===== src/rtl/kbd_wake_pkg.sv =====
package kbd_wake_pkg;
  localparam int unsigned KEY_LINES = 4;
  localparam int unsigned SYNC_DEPTH = 2;
  localparam int unsigned PRIO_BITS = 3;

  typedef struct packed {
    logic pend;
    logic wake;
  } kbd_evt_state_t;
endpackage


===== src/rtl/kbd_sync.sv =====
module kbd_sync #(
  parameter int unsigned WIDTH  = 4,
  parameter int unsigned STAGES = 2
) (
  input  logic             clk_i,
  input  logic             rst_ni,
  input  logic [WIDTH-1:0] d_i,
  output logic [WIDTH-1:0] q_o
);
  logic [WIDTH-1:0] stage_q [STAGES];

  // reset to idle-high so no false edge at power-up
  for (genvar s = 0; s < STAGES; s++) begin : g_stage
    if (s == 0) begin : g_first
      always_ff @(posedge clk_i or negedge rst_ni) begin
        if (!rst_ni) stage_q[s] <= '1;
        else         stage_q[s] <= d_i;
      end
    end else begin : g_next
      always_ff @(posedge clk_i or negedge rst_ni) begin
        if (!rst_ni) stage_q[s] <= '1;
        else         stage_q[s] <= stage_q[s-1];
      end
    end
  end

  assign q_o = stage_q[STAGES-1];
endmodule


===== src/rtl/kbd_combine_edge.sv =====
module kbd_combine_edge #(
  parameter int unsigned NUM_KEYS = 4
) (
  input  logic                clk_i,
  input  logic                rst_ni,
  input  logic [NUM_KEYS-1:0] lvl_i,
  input  logic [NUM_KEYS-1:0] dir_in_i,
  input  logic                dis_i,
  output logic                evt_o,
  output logic [NUM_KEYS-1:0] rd_o
);
  logic [NUM_KEYS-1:0] gated;
  logic                comb_lvl;
  logic                comb_q;

  // output-mode lines forced high before the AND
  for (genvar k = 0; k < NUM_KEYS; k++) begin : g_gate
    assign gated[k] = lvl_i[k] | ~dir_in_i[k];
    assign rd_o[k]  = gated[k] | dis_i;
  end

  assign comb_lvl = &gated;

  always_ff @(posedge clk_i or negedge rst_ni) begin
    if (!rst_ni) comb_q <= 1'b1;
    else         comb_q <= comb_lvl;
  end

  assign evt_o = comb_q & ~comb_lvl & ~dis_i;
endmodule


===== src/rtl/kbd_pend_ctrl.sv =====
module kbd_pend_ctrl
  import kbd_wake_pkg::*;
#(
  parameter int unsigned PRIO_W = 3
) (
  input  logic              clk_i,
  input  logic              rst_ni,
  input  logic              evt_i,
  input  logic              clr_i,
  input  logic              ack_i,
  input  logic [PRIO_W-1:0] prio_i,
  output logic              pend_o,
  output logic              wake_o,
  output logic              req_o
);
  kbd_evt_state_t st_q, st_d;

  always_comb begin
    st_d      = st_q;
    st_d.wake = evt_i;
    if (clr_i || ack_i) st_d.pend = 1'b0;
    if (evt_i)          st_d.pend = 1'b1; // new event beats clear
  end

  always_ff @(posedge clk_i or negedge rst_ni) begin
    if (!rst_ni) st_q <= '0;
    else         st_q <= st_d;
  end

  assign pend_o = st_q.pend;
  assign wake_o = st_q.wake;
  assign req_o  = st_q.pend & (|prio_i);
endmodule


===== src/rtl/kbd_wake_irq.sv =====
module kbd_wake_irq
  import kbd_wake_pkg::*;
#(
  parameter int unsigned NUM_KEYS = KEY_LINES,
  parameter int unsigned SYNC_N   = SYNC_DEPTH,
  parameter int unsigned PRIO_W   = PRIO_BITS
) (
  input  logic                clk_i,
  input  logic                rst_ni,
  input  logic [NUM_KEYS-1:0] key_pin_i,
  input  logic [NUM_KEYS-1:0] key_dir_in_i,
  input  logic                key_irq_dis_i,
  input  logic [PRIO_W-1:0]   irq_prio_i,
  input  logic                pend_clr_i,
  input  logic                irq_ack_i,
  output logic                irq_pend_o,
  output logic                irq_req_o,
  output logic                wake_o,
  output logic [NUM_KEYS-1:0] key_rd_o
);
  logic [NUM_KEYS-1:0] key_sync;
  logic                key_evt;

  kbd_sync #(.WIDTH(NUM_KEYS), .STAGES(SYNC_N)) u_sync (
    .clk_i (clk_i),
    .rst_ni(rst_ni),
    .d_i   (key_pin_i),
    .q_o   (key_sync)
  );

  kbd_combine_edge #(.NUM_KEYS(NUM_KEYS)) u_edge (
    .clk_i   (clk_i),
    .rst_ni  (rst_ni),
    .lvl_i   (key_sync),
    .dir_in_i(key_dir_in_i),
    .dis_i   (key_irq_dis_i),
    .evt_o   (key_evt),
    .rd_o    (key_rd_o)
  );

  kbd_pend_ctrl #(.PRIO_W(PRIO_W)) u_pend (
    .clk_i (clk_i),
    .rst_ni(rst_ni),
    .evt_i (key_evt),
    .clr_i (pend_clr_i),
    .ack_i (irq_ack_i),
    .prio_i(irq_prio_i),
    .pend_o(irq_pend_o),
    .wake_o(wake_o),
    .req_o (irq_req_o)
  );
endmodule


===== config.mk =====
export PLATFORM = sky130hd
export DESIGN_NAME = kbd_wake_irq
export DESIGN_NICKNAME = d
export VERILOG_FILES = /design/src/rtl/kbd_wake_pkg.sv /design/src/rtl/kbd_sync.sv /design/src/rtl/kbd_combine_edge.sv /design/src/rtl/kbd_pend_ctrl.sv /design/src/rtl/kbd_wake_irq.sv
export SDC_FILE = /design/constraint.sdc
export NUM_CORES = 1
export LEC_CHECK = 0
export ABC_CLOCK_PERIOD_IN_PS = 1000
export BUFFER_PORTS_ARGS = -buffer_cell sky130_fd_sc_hd__buf_2
export CORE_AREA = 4 4 41 43
export DETAILED_ROUTE_END_ITERATION = 8
export DIE_AREA = 0 0 45 47
export GPL_TIMING_DRIVEN = 0
export PLACE_DENSITY = 0.61
export SYNTH_ARGS = -nofsm -noshare
export SYNTH_HDL_FRONTEND = slang
export SYNTH_SLANG_ARGS = --single-unit

===== constraint.sdc =====
create_clock -name clk_i -period 1 [get_ports clk_i]
set_input_delay 0.05 -clock clk_i [delete_from_list [all_inputs] [get_ports clk_i]]
set_output_delay 0.05 -clock clk_i [all_outputs]
set_load 0.005 [all_outputs]

==> reports/qor.txt <==
input/output buffers: 22
global-route wire length before repair: 1083 um
DIE AREA: 2115 um2
fin. max-slew vios: 0
failing checks: setup timing
Core Util, Final: 47.79%
CTS root buf: clkbuf_4
Setup crit start kind: flip-flop
CP Class: reg2reg
required time of the critical path: 1.14 ns
CTS tree: built
core area: 1301 um2
CTS Sinks: 11
ANT nets after route: 0
count of final setup violators: 7
CP max stage cell: dfstp_2
Seq/Total Area, Yosys: 70.90%
clock-pin slew on the worst setup and hold paths: 0.06 ns
initial antenna violation count: 0
Synthesized Nets: 42
Post-Route Setup TNS: -0.4570 ns
fillers: 123
Maximum Capacitance Violations: 0
minimum clock period: 1.093 ns
fraction of layout cells with a size suffix above 1: 68.97%
arrival time at the worst endpoint: 1.23 ns
global route overflow: 0
cts bufs inserted: 3
Final Power: 0.8906 mW
crit-path max cell delay: 0.52 ns
RSZ-0062 raised after global routing: true
final hold violations: 0
Mapped Cells: 26
io pins: 23
CTS Buffer Depth: 2
final wirelength: 709 um
Max Freq: 0.9148 GHz
Final GP Congestion: 0.6326
status: complete, but fails checks
Area growth, synth to finish: 53.87%
critical-path cell list: nor2b_2 > nor4_4 > o21ai_1
cell row count: 13
H-tree depth: 1
Mapped Area: 404.1 um2
final net count: 75
vias in the first global route: 268
antenna cells: 0
crit end category: flip-flop
post-synthesis average cell area: 15.54 um2
initial DRC count: 0
worst hold-check path type: in2reg
min setup slack post-route: -0.09310 ns
TritonRoute pass-1 iters: 1
Relative slew margins: 83.19%
Die Ht: 47 um
GRT Overall Usage: 7.711%
Clock Skews: 0.001149 ns
post-DR wirelength/cell: 9.712 um
Via density: 3.753
Static Leak: 0.2898 nW
Worst-Skew Late Latency: 0.26 ns
Ys Warns: 0
DR DRC count: 0
largest net degree at the start of global routing: 12
maximum VDD drop: 0.0007154 V
Initial Utilization: 31.06%
Yosys reg bits: 11
width of the die: 45 um
Pwr Density: 1432 nW/um2
library cells used by synthesis: 10
period utilization: 109.3%
Worst-Margin Slew: 0.2502 ns
vias: 274
Worst Path Max Fanout: 3
## cells in the mapped netlist (all sizes together)
| library cell | number | area (um2) |
|---|---|---|
| o21ai | 1 | 5.000 |
| nand2b | 5 | 31.28 |
| dfstp | 9 | 236.5 |
| nor2b | 4 | 40.04 |
| dfrtp | 2 | 50.05 |
| o31a | 1 | 8.760 |
| nor2 | 2 | 7.510 |
| nor4 | 1 | 21.27 |
| nand2 | 1 | 3.750 |
## per-layer routing
metal | part of all wire [%] | global-route usage [%]
met5 | 0 | 0
met4 | 2.4 | 8.772
met3 | 9.4 | 2.299
met2 | 50 | 10.17
met1 | 38 | 9.308
## layout by cell type (no fill, tap or decap), types with 2 or more instances in the layout
cell type / n
buf_2: 22
nor2b_4: 2
nand2b_1: 5
nor2_1: 2
nor2b_2: 2
dfstp_2: 9
clkbuf_4: 3
dfrtp_1: 2
dlygate4sd3_1: 5
## path summary, 6_finish.rpt
kind / slack [ns] / end / startpoint / depth (start not counted)
max: -0.09 / u_pend.pend_o / u_sync.q_o[1] / 3
min: 0.05 / u_pend.pend_o / irq_ack_i / 4
max reg2reg: -0.09 / u_pend.pend_o / u_sync.q_o[1] / 3
min reg2reg: 0.36 / u_sync.q_o[1] / u_sync.stage_q[5] / 0
max in group asynchronous: 0.57 / u_edge.comb_q / rst_ni / 2
min in group asynchronous: 0.18 / u_pend.pend_o / rst_ni / 2
## sequential cells by signal, indices dropped and copies added (netlist names)
signal / flops
u_sync.q_o: 4
u_sync.stage_q: 4
u_edge.comb_q: 1
u_pend.pend_o: 1
u_pend.wake_o: 1
## what timing repair did
item | 4_1_cts | 5_1_grt
gates cloned | 0 | 0
pin swaps | 1 | 1
hold buffers | 5 | 0
endpoints found under the setup margin | 7 | 7
hold endpoints to repair | 15 | 0
gates resized for setup | 2 | 0
buffers inserted | 0 | 1
## power breakdown
group / internal (mW) / total (mW) / switching (mW) / leakage, nW
sequential: 0.486 / 0.496 / 0.0101 / 0.122
combinational: 0.0699 / 0.113 / 0.0426 / 0.153
clock: 0.154 / 0.282 / 0.128 / 0.0150
## worst max-delay path: cells and delay by family (launching register included)
family | cells | cell delay [ns]
flops | 1 | 0.52
simple gates | 2 | 0.36
compound gates | 1 | 0.09
## kinds of logic (layout without fill, tap and decap cells)
| family | Yosys count | count (layout) | share of synthesized area (%) |
|---|---|---|---|
| AOI/OAI and AO/OA | 2 | 2 | 3.405 |
| and+or+nand+nor | 13 | 13 | 25.70 |
| DFF | 11 | 11 | 70.90 |
| buffers and inverters | 0 | 32 | 0 |
## stage by stage
step	cells	instance area [um2]	hold slack [ns]	setup WS, ns
2_1_floorplan	26	404.1	-0.2456	-0.05164
3_3_place_gp	63	533.0	-0.08161	-0.1181
3_5_place_dp	63	533.0	-0.07999	-0.1227
4_1_cts	72	614.3	0.04352	-0.1253
5_1_grt	73	621.8	0.05787	-0.1543
6_report	73	621.8	0.05007	-0.09310
## cell type report
cell class	instances	area, um2	area share (%)
Multi-Input combinational cell	15	122.6	19.72
Clock buffer	4	26.28	4.225
Tap cell	15	18.77	3.018
Sequential cell	11	286.5	46.08
Timing Repair Buffer	28	167.7	26.96
Note: power is estimated with default switching activity, not from simulation.
